**src/rtl/gpio_lvl_pkg.sv**
```systemverilog
package gpio_lvl_pkg;
    localparam int NREG = 6;
    localparam int IDX_SEL   = 0;
    localparam int IDX_DIR   = 1;
    localparam int IDX_DATA  = 2;
    localparam int IDX_LVL   = 3;
    localparam int IDX_FLAG  = 4;
    localparam int IDX_NMIEN = 5;

    typedef enum logic {
        BUS_IDLE,
        BUS_RESP
    } bus_state_e;
endpackage

```
**src/rtl/gpio_sync.sv**
```systemverilog
module gpio_sync #(
    parameter int W      = 32,
    parameter int STAGES = 2
) (
    input  logic         clk,
    input  logic         rst_n,
    input  logic [W-1:0] d,
    output logic [W-1:0] q
);
    logic [W-1:0] stg [STAGES];

    always_ff @(posedge clk or negedge rst_n) begin
        if (!rst_n) begin
            for (int s = 0; s < STAGES; s++) stg[s] <= '0;
        end else begin
            stg[0] <= d;
            for (int s = 1; s < STAGES; s++) stg[s] <= stg[s-1];
        end
    end

    assign q = stg[STAGES-1];
endmodule

```
**src/rtl/gpio_regfile.sv**
```systemverilog
module gpio_regfile
    import gpio_lvl_pkg::*;
#(
    parameter int NPIN = 32,
    parameter int AW   = 8,
    parameter int DW   = 32
) (
    input  logic            clk,
    input  logic            rst_n,
    input  logic            req,
    input  logic            we,
    input  logic [AW-1:0]   addr,
    input  logic [DW-1:0]   wdata,
    input  logic [NPIN-1:0] pin_val,
    input  logic [NPIN-1:0] match,
    output logic            rsp_valid,
    output logic [DW-1:0]   rsp_rdata,
    output logic [NPIN-1:0] sel_q,
    output logic [NPIN-1:0] dir_q,
    output logic [NPIN-1:0] dout_q,
    output logic [NPIN-1:0] lvl_q,
    output logic [NPIN-1:0] flag_q,
    output logic [NPIN-1:0] nmien_q
);
    logic [NREG-1:0] hit;
    logic [DW-1:0]   rd_mux;
    logic            rd_req;
    logic            wr_req;
    bus_state_e      state_q, state_d;

    for (genvar r = 0; r < NREG; r++) begin : g_dec
        assign hit[r] = (addr == AW'(r * 4));
    end

    assign rd_req = req && !we;
    assign wr_req = req && we;

    // Control registers
    always_ff @(posedge clk or negedge rst_n) begin
        if (!rst_n) begin
            sel_q   <= '0;
            dir_q   <= '0;
            dout_q  <= '0;
            lvl_q   <= '0;
            nmien_q <= '0;
        end else if (wr_req) begin
            if (hit[IDX_SEL])   sel_q   <= wdata[NPIN-1:0];
            if (hit[IDX_DIR])   dir_q   <= wdata[NPIN-1:0];
            if (hit[IDX_DATA])  dout_q  <= wdata[NPIN-1:0];
            if (hit[IDX_LVL])   lvl_q   <= wdata[NPIN-1:0];
            if (hit[IDX_NMIEN]) nmien_q <= wdata[NPIN-1:0];
        end
    end

    // Sticky flags: write-0 clears, a live match wins
    always_ff @(posedge clk or negedge rst_n) begin
        if (!rst_n)
            flag_q <= '0;
        else if (wr_req && hit[IDX_FLAG])
            flag_q <= (flag_q & wdata[NPIN-1:0]) | match;
        else
            flag_q <= flag_q | match;
    end

    always_comb begin
        rd_mux = '0;
        if (hit[IDX_SEL])   rd_mux = DW'(sel_q);
        if (hit[IDX_DIR])   rd_mux = DW'(dir_q);
        if (hit[IDX_DATA])  rd_mux = DW'(pin_val);
        if (hit[IDX_LVL])   rd_mux = DW'(lvl_q);
        if (hit[IDX_FLAG])  rd_mux = DW'(flag_q);
        if (hit[IDX_NMIEN]) rd_mux = DW'(nmien_q);
    end

    // Bus access machine: state register
    always_ff @(posedge clk or negedge rst_n) begin
        if (!rst_n) state_q <= BUS_IDLE;
        else        state_q <= state_d;
    end

    always_comb begin
        state_d = state_q;
        unique case (state_q)
            BUS_IDLE: if (rd_req) state_d = BUS_RESP;
            BUS_RESP: state_d = rd_req ? BUS_RESP : BUS_IDLE;
            default:  state_d = BUS_IDLE;
        endcase
    end

    // Bus access machine: outputs
    always_ff @(posedge clk or negedge rst_n) begin
        if (!rst_n)      rsp_rdata <= '0;
        else if (rd_req) rsp_rdata <= rd_mux;
    end

    assign rsp_valid = (state_q == BUS_RESP);

    p_read_resp_r11: assert property (@(posedge clk) disable iff (!rst_n)
        rd_req |=> rsp_valid);
    p_write_silent_r11: assert property (@(posedge clk) disable iff (!rst_n)
        wr_req |=> !rsp_valid);
    p_flag_sticky_r7: assert property (@(posedge clk) disable iff (!rst_n)
        !(wr_req && hit[IDX_FLAG]) |=> ((flag_q & $past(flag_q)) == $past(flag_q)));
    p_match_sets_r6: assert property (@(posedge clk) disable iff (!rst_n)
        1'b1 |=> ((flag_q & $past(match)) == $past(match)));
endmodule

```
**src/rtl/gpio_lvlirq_ctrl.sv**
```systemverilog
module gpio_lvlirq_ctrl #(
    parameter int NPIN        = 32,
    parameter int AW          = 8,
    parameter int DW          = 32,
    parameter int SYNC_STAGES = 2
) (
    input  logic            clk,
    input  logic            rst_n,
    input  logic            bus_req,
    input  logic            bus_we,
    input  logic [AW-1:0]   bus_addr,
    input  logic [DW-1:0]   bus_wdata,
    output logic            bus_rvalid,
    output logic [DW-1:0]   bus_rdata,
    input  logic [NPIN-1:0] pad_in,
    output logic [NPIN-1:0] pad_out,
    output logic [NPIN-1:0] pad_oe,
    input  logic [NPIN-1:0] alt_out,
    input  logic [NPIN-1:0] alt_oe,
    output logic [NPIN-1:0] alt_in,
    output logic            nmi_o
);
    logic [NPIN-1:0] pin_sync;
    logic [NPIN-1:0] match;
    logic [NPIN-1:0] sel_q, dir_q, dout_q, lvl_q, flag_q, nmien_q;

    gpio_sync #(.W(NPIN), .STAGES(SYNC_STAGES)) u_sync (
        .clk   (clk),
        .rst_n (rst_n),
        .d     (pad_in),
        .q     (pin_sync)
    );

    assign match = ~(pin_sync ^ lvl_q);

    gpio_regfile #(.NPIN(NPIN), .AW(AW), .DW(DW)) u_regs (
        .clk       (clk),
        .rst_n     (rst_n),
        .req       (bus_req),
        .we        (bus_we),
        .addr      (bus_addr),
        .wdata     (bus_wdata),
        .pin_val   (pin_sync),
        .match     (match),
        .rsp_valid (bus_rvalid),
        .rsp_rdata (bus_rdata),
        .sel_q     (sel_q),
        .dir_q     (dir_q),
        .dout_q    (dout_q),
        .lvl_q     (lvl_q),
        .flag_q    (flag_q),
        .nmien_q   (nmien_q)
    );

    for (genvar i = 0; i < NPIN; i++) begin : g_pad
        assign pad_out[i] = sel_q[i] ? alt_out[i] : dout_q[i];
        assign pad_oe[i]  = sel_q[i] ? alt_oe[i]  : dir_q[i];
    end

    assign alt_in = pad_in;
    assign nmi_o  = |(flag_q & nmien_q);

    p_nmi_masked_r9: assert property (@(posedge clk) disable iff (!rst_n)
        (nmien_q == '0) |-> !nmi_o);
    p_gpio_oe_r4: assert property (@(posedge clk) disable iff (!rst_n)
        ((sel_q == '0) && (dir_q == '0)) |-> (pad_oe == '0));
endmodule

```
**config.mk**
```make
export PLATFORM = sky130hd
export DESIGN_NAME = gpio_lvlirq_ctrl
export DESIGN_NICKNAME = d
export VERILOG_FILES = /design/src/rtl/gpio_lvl_pkg.sv /design/src/rtl/gpio_sync.sv /design/src/rtl/gpio_regfile.sv /design/src/rtl/gpio_lvlirq_ctrl.sv
export SDC_FILE = /design/constraint.sdc
export NUM_CORES = 1
export LEC_CHECK = 0
export BUFFER_PORTS_ARGS = -buffer_cell sky130_fd_sc_hd__buf_2
export CAP_MARGIN = 0
export CORE_ASPECT_RATIO = 1.1
export CORE_MARGIN = 3
export CORE_UTILIZATION = 40
export DETAILED_ROUTE_END_ITERATION = 6
export SYNTH_ARGS = -nofsm -noshare
export SYNTH_HDL_FRONTEND = slang
export SYNTH_SLANG_ARGS = --single-unit
export TNS_END_PERCENT = 1
```
**constraint.sdc**
```tcl
create_clock -name clk -period 1.67 [get_ports clk]
set_clock_uncertainty 0.1 [all_clocks]
set_input_delay 0.0835 -clock clk [delete_from_list [all_inputs] [get_ports clk]]
set_output_delay 0.0835 -clock clk [all_outputs]
set_load 0.03 [all_outputs]
```
Word-level counts from Yosys, hierarchy flattened
Index checks and enable logic that the tools add are counted.
Storage, ports and cells
  register bits after elaboration: 289
  ROM bits: 0
  RAM bits: 0
  output and inout port bits: 130
  logic and storage cells: 104
  memories kept: 0
  bits of input ports: 140
  latch bits: 0
Operators by class
  bitwise gates (word level): 6
  shifts and indexed selects: 0
  divide/modulo/power cells: 0
  equality and inequality tests: 5
  reductions and logical operators: 11
  $lt $le $gt $ge: 0
  mux-type cells: 72
  multipliers: 0
  add/sub/neg operators: 0
Operator list (number)
  $mux 32: 7
  $mux 1: 65
  $and 32x32->32: 2
  $or 32x32->32: 2
  $not 32->32: 1
  $reduce_or 32->1: 1
  $xor 32x32->32: 1
  $eq 8x4->1 const B: 2
  $eq 8x5->1 const B: 2
  $reduce_and 2->1: 5
  $eq 8x3->1 const B: 1
  $logic_not 8->1: 1
  $logic_and 1x1->1: 3
  $logic_not 1->1: 1

Logic depth before layout (Yosys ltp)
Gate-level depths: netlist of the first run.
  depth after elaboration: 7
  gate-level depth with buffers: 7
  gate-level depth less buffers: 5

By module
Synthesis of the first run repeated with hierarchy kept, for this count alone.
Second synthesis, totals
  cell total of the unflattened synthesis: 1029
  area, all modules: 13135.1 µm²
By module, submodules not included
  gpio_regfile: instances 1, cells each 784, area an instance 9894.5 µm²
  gpio_sync: instances 1, cells each 96, area an instance 1841.8 µm²
  gpio_lvlirq_ctrl: instances 1, cells each 149, area an instance 1398.8 µm²

Worst setup path after synthesis of the first run
OpenSTA, ideal clock, no wires.
  path type: input to register
  start: input bus_addr[5]
  end: register u_regs.sel_q[0]
  stages: 6
  data required time: 1443 ps
  arrival time: 1541 ps
  slack: -98 ps
  path through: nor4_4 > nand4_2 > or3_1 > buf_2 > buf_6 > mux2_1
Between the ends
  cells in the longest elaborated chain, start to end: 2
Ends and longest elaborated chain
  start: declaration: RTL line gpio_lvlirq_ctrl.sv:11  | input logic [AW-1:0] bus_addr,
  $logic_not 8->1: RTL line gpio_regfile.sv:32  | assign hit[r] = (addr == AW'(r * 4));
  $reduce_and 2->1 (no line)
  end signal: assignment: RTL line gpio_regfile.sv:47  | if (hit[IDX_SEL]) sel_q <= wdata[NPIN-1:0];
  end: declaration: RTL line gpio_regfile.sv:18  | output logic [NPIN-1:0] sel_q,
No other way between the ends.
A chain may end at the register's enable or synchronous reset.

Worst setup path in the final report of the first run
  start: register u_regs.flag_q[17]
  end: output nmi_o
Between the ends
  cells in the longest elaborated chain, start to end: 2
Ends and longest elaborated chain
  start: declaration: RTL line gpio_regfile.sv:22  | output logic [NPIN-1:0] flag_q,
  start signal: assignment: RTL line gpio_regfile.sv:60  | flag_q <= (flag_q & wdata[NPIN-1:0]) | match;
  start signal: assignment: RTL line gpio_regfile.sv:62  | flag_q <= flag_q | match;
  $and 32x32->32: RTL line gpio_lvlirq_ctrl.sv:61  | assign nmi_o = |(flag_q & nmien_q);
  $reduce_or 32->1: RTL line gpio_lvlirq_ctrl.sv:61
  end: declaration: RTL line gpio_lvlirq_ctrl.sv:21  | output logic nmi_o
No other way between the ends.

==> metrics.txt, run 1 <==
status=finished with violations; failing checks=hold timing, setup timing; Top Family by Delay on Critical Path=simple AND/OR/NAND/NOR gates; final critical-path required period=2.238 ns; largest area contributor in the synthesized netlist=dfrtp_1; part of the power in the clock network=41.6%; register clock-pin slew on the reported worst setup and hold paths=0.06 ns; final number of max-transition violations=0; crit start category=register; area of the core region=0.03157 mm2; antenna violations before repair=0; internal reg-to-reg setup slack=0.12 ns; startpoint of the worst register-to-register path=u_sync.q[16]; Max Fanout on Critical Path=2; Net Switching=4.077 mW; hold bufs inserted after CTS=67; Reg-to-Reg End=u_regs.rsp_rdata[16]; number of H-tree levels=1; part of the cycle the worst path needs=134.0%; endpoint required time on the critical path=1.49 ns; worst-case setup margin in the final layout=-0.5679 ns; fraction of power spent switching nets=24.94%; Worst slew margin=44.59%; most common cell after layout, fill and taps aside=dfrtp_1; most area-consuming cells after synthesis=dfrtp_1, mux2_2, mux2_1; Stages on worst setup path=4; syn_nets=1,177; share of final-layout standard cells stronger than drive strength 1=43.88%; Die Wd=177.0 um; post-CTS setup-driven buffer insertion count=0; Reg2Reg Depth=3; total global routing track utilization=21.00%; CP peak stage delay=0.56 ns; type of the tightest min-delay check=input pin to asynchronous set/reset pin; TritonRoute pass-1 iters=5; count of buffering cells on the critical path with inverters included=1; fraction of power consumed by sequential logic=45.8%; worst hold slack across all endpoints=-0.05770 ns; Internal=12.27 mW; TritonCTS sink count=289; Routed Antenna Nets=0; Yosys cell types=41; TritonCTS Buffers=30; final core occ=54.68%; final weighted congestion in routability-driven placement=0.8028; power after layout=16.35 mW; number of global-route vias before repair=9,952; number of DRC violations after detailed routing=0; critical path cell sequence=a22oi_2 -> nand4_1 -> or4_4 -> buf_6; post-detail-place hpwl=24.45 mm; full die area=0.03434 mm2; power density normalized to cell area=947.2 mW/mm2; mean number of vias per cell=5.276; unrepaired setup endpoints after global routing=yes; global-route congestion overflow total=0; maximum clock insertion buffer count=3; instance count of the mapped netlist=1,037; number of hold violations in the final report=32; Cells after DPL=1,696; antenna cells=0; number of rows in the core area=68; maxcap violations=0; startpoint-to-endpoint class of the critical path=register to primary output; Leakage=8.002 nW; maximum resistive drop on vdd=785.7 uV; Starting Density=40.74%; setup violation total in the final timing report=3; slowest cell on the critical path=or4_4; Area Growth Syn to Fin=34.21%; input/output buffers=269; pin count of the biggest net entering global routing=57; non-filler cells in the finished layout=1,817; kind of capture point of the worst setup path=primary output; number of flip-flops and latches in the synthesized netlist=289; Die H=194.1 um; most frequent cells in the layout=dfrtp_1, buf_2, mux2_2; first-pass GRT wire length=57.32 mm; # IOs=270; number of nets at the end of the flow=1,515; top cell type's share of synthesized area=56.24%; part of the Yosys area used for sequential elements=56.24%; routed len/inst=20.26 um; # fillers=2,669; worst path arrival time=2.05 ns; average cell area after synthesis=12.40 um2; combinational group share of total power=12.5%; insertion delay of the later-clocked pin in the worst-skew pair=0.55 ns; Slew @ Worst Pin=0.8312 ns; FMAX=446.9 MHz; root buffer cell=clkbuf_16; sum of routed wire length over all layers=36.82 mm; Critical Path Start=u_regs.flag_q[17]; total number of vias=9,586; number of DRC markers in iteration 0=561; post-synthesis cell area=0.01286 mm2; Syn. warnings=0; TritonCTS clock tree=yes
-- worst max-delay path by stage --
stage                                   to  slack [ns]
after global placement    u_regs.dout_q[6]       -0.31
after global routing                 nmi_o       -0.62
after detailed placement  u_regs.dout_q[2]       -0.34
final                                nmi_o       -0.57
after floorplan            u_regs.sel_q[0]       -0.09
after CTS                            nmi_o       -0.60
-- synth_stat cells --
library cell,instances
a21oi_1,30
a22o_1,1
a22oi_1,16
a31o_2,1
a31oi_1,31
a32o_1,2
and2_1,1
and3_1,1
and3b_1,1
buf_1,6
buf_2,13
buf_4,32
buf_6,3
clkbuf_1,42
dfrtp_1,289
inv_1,33
mux2_1,30
mux2_2,194
mux2i_1,1
mux4_2,1
nand2_1,36
nand2b_1,31
nand3_1,2
nand3b_1,1
nand4_1,6
nand4_2,1
nor2_1,33
nor2b_1,1
nor3_1,1
nor3b_2,2
nor4_4,1
o211ai_1,30
o21ai_0,62
o21ai_1,4
o22ai_1,30
o32ai_1,30
or2_2,2
or3_1,1
or3b_2,1
or4_1,2
xor2_1,32
-- state kept, by name, summed over array words and instances (netlist names), 32 cells and up --
register and cells:
u_regs.dir_q 32, u_regs.dout_q 32, u_regs.flag_q 32, u_regs.lvl_q 32, u_regs.nmien_q 32, u_regs.rsp_rdata 32
u_regs.sel_q 32, u_sync.q 32, u_sync.stg 32
-- per-stage QoR --
| stage | TNS [ns] | setup WS (ns) | hold slack [ns] | instance area, um2 |
|---|---|---|---|---|
| after floorplan | -7.697 | -0.09329 | -0.3121 | 12860 |
| after global placement | -32.09 | -0.3113 | -0.03085 | 15010 |
| after detailed placement | -33.82 | -0.3394 | -0.03483 | 15010 |
| after CTS | -3.106 | -0.5967 | -0.05278 | 17030 |
| after global routing | -1.268 | -0.6176 | -0.03948 | 17260 |
| final | -0.6479 | -0.5679 | -0.05770 | 17260 |
-- worst reg2reg max path, delay by kind of cell (launching register included) --
kind	cells	cell delay, ns
muxes	1	0.47
DFF	1	0.42
AOI/OAI and AO/OA	2	0.45
-- cell type report --
| class | count | area (um2) | share of cell area (%) |
|---|---|---|---|
| flip-flops and latches | 289 | 7254 | 42.03 |
| multi-input cells | 619 | 5219 | 30.24 |
| repair buffers | 402 | 3127 | 18.12 |
| clock buffers | 47 | 895.9 | 5.191 |
| well taps | 420 | 525.5 | 3.045 |
| inverters | 33 | 125.1 | 0.7250 |
| clock inverters | 7 | 112.6 | 0.6525 |
-- metal layers --
metal | global-route usage, % | vias to the layer above | share of wire [%] | wire [um]
li1 | - | 4416 | - | -
met1 | 29.55 | 4845 | 45 | 16450
met2 | 34.66 | 285 | 48 | 17760
met3 | 2.703 | 40 | 5.1 | 1873
met4 | 5.006 | 0 | 2.0 | 733
met5 | 0 | - | 0 | 0
-- power groups by stage --
stage               Combinational [mW]  Sequential (mW)  Clock (mW)
floorplan                        0.840             7.71           0
global placement                  1.78             7.61           0
detailed placement                1.80             7.61           0
CTS                               2.01             7.49        6.94
global route                      2.22             7.52        7.25
finish                            2.05             7.50        6.80
-- logic make-up (layout without fill, tap and decap cells) --
family | count (synthesis) | in the layout | synth area share [%]
mux | 226 | 226 | 19.87
xor+xnor | 32 | 32 | 2.179
simple gates | 124 | 124 | 4.991
compound gates | 237 | 237 | 11.72
flops | 289 | 289 | 56.24
buf+inv | 129 | 489 | 5.001
-- what timing repair did --
item / in CTS / in global routing
setup endpoints to repair: 60 / 76
hold endpoints to repair: 515 / 32
cloned: 0 / 0
pin swaps: 2 / 1
gates resized for setup: 117 / 66
(Power assumes the default switching activity.)
==> run 2, diff against run 1 <==
ABC_AREA = 1   (was unset)
==> metrics.txt, run 2 <==
average cell area after synthesis=9.317 um2; instance count of the mapped netlist=1,392; number of rows in the core area=68; Die Wd=177.7 um; Top Family by Delay on Critical Path=compound AO/OA/AOI/OAI gates; worst slack after detailed placement=0.05284 ns; Syn. warnings=0; TritonCTS sink count=289; # fillers=2,831; input/output buffers=269; full die area=0.03462 mm2; total global routing track utilization=22.20%; post-synthesis async set-or-reset flop share=100.0%; uppermost metal layer occupied by signal nets=met5; number of hold violations in the final report=0; antenna violations before repair=2; Slew @ Worst Pin=1.090 ns; DR WL met3=2.052 mm; Max Fanout on Critical Path=2; power density normalized to cell area=922.9 mW/mm2; most common cell in the synthesized netlist=nand2_1; final setup TNS=-0.3134 ns; crit start category=register; type of the tightest min-delay check=input pin to register; first-pass GRT wire length=61.45 mm; Die H=194.9 um; setup violation total in the final timing report=1; placed instance area=0.01479 mm2; pin count of the biggest net entering global routing=60; commonest cells in the netlist=nand2_1, dfrtp_1, o21ai_1; final critical-path required period=1.983 ns; TritonCTS clock tree=yes; WL met1=16.93 mm; top cell type's share of synthesized area=55.76%; number of H-tree levels=1; share of final-layout standard cells stronger than drive strength 1=28.18%; final number of max-transition violations=0; Routed Antenna Nets=0; global-route congestion overflow total=0; part of the Yosys area used for sequential elements=55.76%; most area-consuming cells after synthesis=dfrtp_1, nand2_1, o21ai_1; total number of vias=10,910; number of nets at the end of the flow=1,850; Critical Path Start=u_regs.flag_q[30]; number of global-route vias before repair=11,120; worst-case setup margin in the final layout=-0.3134 ns; count of buffering cells on the critical path with inverters included=1; final weighted congestion in routability-driven placement=0.8289; post-detail-place hpwl=25.55 mm; most frequent cells in the layout=nand2_1, dfrtp_1, buf_2; slowest cell on the critical path=dfrtp_1; # IOs=270; startpoint-to-endpoint class of the critical path=register to primary output; most common cell after layout, fill and taps aside=nand2_1; worst path arrival time=1.80 ns; Main synth FF type=dfrtp_1; insertion delay of the later-clocked pin in the worst-skew pair=0.55 ns; Worst Min Path Start=bus_addr[5]; kind of capture point of the worst setup path=primary output; Leakage=8.492 nW; failing checks=setup timing; root buffer cell=clkbuf_16; final std cell area, no fill=0.01728 mm2; endpoint required time on the critical path=1.49 ns; maxcap violations=0; Area Growth Syn to Fin=33.21%; register clock-pin slew on the reported worst setup and hold paths=0.06 ns; part of the cycle the worst path needs=118.8%; largest area contributor in the synthesized netlist=dfrtp_1; unrepaired setup endpoints after global routing=yes; routed len/inst=17.97 um; maximum resistive drop on vdd=828.4 uV; critical path cell sequence=a22o_1 -> a21oi_2 -> nand3b_1 -> nor2_2 -> nand2_1 -> buf_6; status=finished with violations; Yosys cell types=30; maximum clock insertion buffer count=3; startpoint of the worst register-to-register path=u_regs.sel_q[11]; TritonRoute pass-1 iters=5; number of DRC markers in iteration 0=802; post-synthesis cell area=0.01297 mm2; number of flip-flops and latches in the synthesized netlist=289; syn_nets=1,532; count of flip-flops with a built-in enable after synthesis=0; Starting Density=40.98%; FMAX=504.2 MHz; CP peak stage delay=0.38 ns; Routed met2 length=18.88 mm; sum of routed wire length over all layers=38.68 mm; Worst slew margin=27.31%; area of the core region=0.03165 mm2; mean number of vias per cell=5.069; worst hold slack across all endpoints=0.02794 ns; TritonCTS Buffers=31; number of DRC violations after detailed routing=0
-- run 2: cell count changes after synthesis, moves of 32 or more --
cell / change
clkbuf_1: -32
o21ai_1: +145
nand3_1: +127
inv_1: +41
buf_2: +33
nand2_1: +328
mux2_2: -130
nor2_1: +36
-- run 2: what timing repair did --
action                                  in CTS  in global routing
hold buffers                                70                  0
pin swaps                                    5                  4
hold endpoints to repair                   515                  0
buffers inserted                             3                  3
resized for setup                          152                 74
endpoints found under the setup margin      63                108
-- run 2: cells by family (layout without fill, tap and decap cells) --
group                     Yosys count  count (layout)  synth area share [%]
xor gates and xnor gates           32              32                 2.161
buffers and inverters             182             522                 7.332
DFF                               289             289                 55.76
AOI/OAI and AO/OA                 213             213                 8.595
and+or+nand+nor                   612             612                 20.60
muxes                              64              64                 5.557
other                               0               1                     0
-- run 2: per-stage QoR --
stage | utilization (%) | instances | power, mW
floorplan | - | 1392 | 8.142
global placement | 46.74 | 2021 | 8.761
detailed placement | 46.74 | 2021 | 8.777
CTS | 53.77 | 2149 | 16.04
global route | 54.59 | 2153 | 16.54
finish | 54.59 | 2153 | 15.95
-- run 2: worst min-delay path, stage by stage --
cell and delay (ns):
buf_2 0.12, nor3_4 0.06, buf_12 0.16, nand3_4 0.14, o21ai_1 0.07
-- run 2: worst paths after layout --
path                            cells past startpoint  slack, ns                   end
worst min-delay path                                5       0.03    u_regs.nmien_q[28]
worst max-delay path                                6      -0.31                 nmi_o
max in group asynchronous                           3       0.21       u_regs.sel_q[9]
min in group asynchronous                           3       0.08  u_regs.rsp_rdata[22]
worst min register to register                      0       0.24          u_sync.q[28]
worst max register to register                      6       0.54  u_regs.rsp_rdata[11]
-- run 2: area by class of cell --
class / count / area (um2) / share of cell area (%)
clock buffers: 45 / 878.3 / 5.084
diodes: 1 / 2.502 / 0.01448
well taps: 420 / 525.5 / 3.041
repair buffers: 389 / 3085 / 17.86
clock inverters: 10 / 160.2 / 0.9269
multi-input cells: 921 / 5065 / 29.31
flip-flops and latches: 289 / 7266 / 42.05
inverters: 78 / 295.3 / 1.709
-- run 2: report_power, final --
group	internal, mW	switching [mW]
combinational	0.676	0.918
sequential	7.20	0.159
clock	4.24	2.75
total	12.1	3.83
-- run 2: per-layer routing --
layer  global-route usage [%]  vias to the layer above
met2                    37.44                      360
met1                    30.51                     5288
li1                         -                     5206
met4                    5.208                        2
met3                    2.892                       58
met5                        0                        -
==> run 3, diff against run 2 <==
CORE_UTILIZATION = 55   (was 40)
PLACE_DENSITY = 0.8   (was unset)
==> metrics.txt, run 3 (synthesis results as in run 2) <==
status=finished with violations; failing checks=DRC, setup timing; most frequent cells in the layout=nand2_1, dfrtp_1, buf_2; DR WL met3=3.024 mm; maxcap violations=0; fraction of power spent switching nets=24.14%; non-filler cells in the finished layout=2,025; root buffer cell=clkbuf_16; final number of max-transition violations=0; TritonCTS sink count=289; total global routing track utilization=29.58%; power density normalized to cell area=909.3 mW/mm2; Worst slew margin=30.74%; Routed Antenna Nets=0; number of hold violations in the final report=0; mean number of vias per cell=5.672; input/output buffers=269; combinational group share of total power=10.3%; setup violation total in the final timing report=4; Critical Path Start=u_regs.nmien_q[23]; insertion delay of the later-clocked pin in the worst-skew pair=0.54 ns; # IOs=270; register area=0.007266 mm2; number of nets at the end of the flow=1,849; part of the cycle the worst path needs=125.3%; endpoint required time on the critical path=1.49 ns; fraction of power consumed by sequential logic=48.0%; Cells after DPL=1,904; TritonCTS clock tree=yes; Starting Density=56.38%; Reg-to-Reg End=u_regs.rsp_rdata[24]; Internal=11.64 mW; area used by multi-input combinational logic=0.004995 mm2; number of global-route vias before repair=11,960; type of the tightest min-delay check=input pin to asynchronous set/reset pin; startpoint of the worst register-to-register path=u_regs.sel_q[24]; Die Wd=152.4 um; pin count of the biggest net entering global routing=70; global-route congestion overflow total=0; Routed met2 length=19.70 mm; first-pass GRT wire length=61.66 mm; TritonRoute pass-1 iters=7; maximum resistive drop on vdd=746.3 uV; Leakage=8.399 nW; routed len/inst=19.35 um; WL met1=14.89 mm; Die H=167.1 um; final weighted congestion in routability-driven placement=0.8723; number of DRC violations after detailed routing=4; number of DRC markers in iteration 0=1,061; internal reg-to-reg setup slack=0.52 ns; number of H-tree levels=1; worst path arrival time=1.91 ns; startpoint-to-endpoint class of the critical path=register to primary output; kind of capture point of the worst setup path=primary output; number of rows in the core area=58; Area Growth Syn to Fin=30.06%; antenna cells=0; full die area=0.02546 mm2; final critical-path required period=2.093 ns; CP peak stage delay=0.41 ns; uppermost metal layer occupied by signal nets=met4; antenna violations before repair=0; Slew @ Worst Pin=1.039 ns; crit start category=register; critical path cell sequence=a22o_1 -> a21oi_2 -> nand3_1 -> nor2_2 -> nand2_1 -> buf_6; total number of vias=11,490; power after layout=15.34 mW; unrepaired setup endpoints after global routing=yes; Max Fanout on Critical Path=3; TritonCTS Buffers=28; Stages on worst setup path=6; slowest cell on the critical path=dfrtp_1; maximum clock insertion buffer count=3; # fillers=1,568; most common cell after layout, fill and taps aside=nand2_1; post-detail-place hpwl=24.32 mm; register clock-pin slew on the reported worst setup and hold paths=0.06 ns; Reg2Reg Depth=6; Net Switching=3.703 mW; count of buffering cells on the critical path with inverters included=1; FMAX=477.9 MHz; Top Family by Delay on Critical Path=simple AND/OR/NAND/NOR gates; share of final-layout standard cells stronger than drive strength 1=27.83%; part of the power in the clock network=41.7%; worst-case setup margin in the final layout=-0.4226 ns; sum of routed wire length over all layers=39.19 mm; area of the core region=0.02300 mm2
run 3: cell count changes in the layout (fill, tap and decap cells not counted), moves of 2 or more:
cell / change
buf_6: -14
mux2_2: +14
mux2_4: -14
buf_2: +9
buf_4: +7
clkbuf_1: -7
clkbuf_16: -3
buf_12: -2
clkinv_4: -2
clkinvlp_4: +2
dlygate4sd3_1: +2
inv_1: +2
nand2_1: +2
run 3: worst register-to-register path, stage by stage (launching register included):
cell,delay [ns]
dfrtp_2,0.45
nand2_1,0.09
nand2_1,0.06
nor2_1,0.13
nand4_1,0.10
nand2_1,0.07
nand2_1,0.04
run 3: layer usage:
layer	GRT usage (%)	vias to the layer above
met5	0	-
met4	12.55	0
met3	4.470	136
met2	51.59	649
met1	36.98	5502
li1	-	5199
run 3: how the worst max path moves through the flow:
stage,to,slack (ns)
floorplan,nmi_o,0.43
global placement,u_regs.lvl_q[27],0.06
detailed placement,u_regs.lvl_q[17],0.006
CTS,nmi_o,-0.42
global route,nmi_o,-0.48
finish,nmi_o,-0.42
run 3: power by group through the flow:
stage	combinational [mW]	sequential, mW	clock (mW)
final	1.58	7.36	6.40
after CTS	1.52	7.35	6.46
after global routing	1.70	7.37	6.80
after floorplan	0.709	7.43	0
after global placement	1.26	7.46	0
after detailed placement	1.29	7.47	0
run 3: what timing repair did:
action | in CTS | in global routing
pin swaps | 2 | 6
hold buffers | 72 | 0
resized for setup | 116 | 67
setup endpoints to repair | 57 | 81
buffers inserted | 1 | 2
hold endpoints to repair | 527 | 0
run 3: final cells by class:
| type | count | area share, % |
|---|---|---|
| clock buffer | 36 | 4.688 |
| clock inverter | 10 | 0.8530 |
| inverter | 78 | 1.736 |
| multi-input combinational | 921 | 29.61 |
| sequential | 289 | 43.07 |
| tap | 300 | 2.225 |
| timing repair buffer | 391 | 17.82 |
run 3: metrics by stage:
step	worst slack [ns]	hold WS (ns)	cell area (um2)	utilization (%)	setup TNS, ns
5_1_grt	-0.4776	0.06045	16870	73.33	-0.9894
4_1_cts	-0.4206	0.04144	16640	72.32	-1.620
3_5_place_dp	0.006046	-0.1409	14640	63.64	0
2_1_floorplan	0.4306	-0.3121	12970	-	0
6_report	-0.4226	0.03965	16870	73.33	-0.4540
3_3_place_gp	0.06278	-0.1383	14640	63.64	0
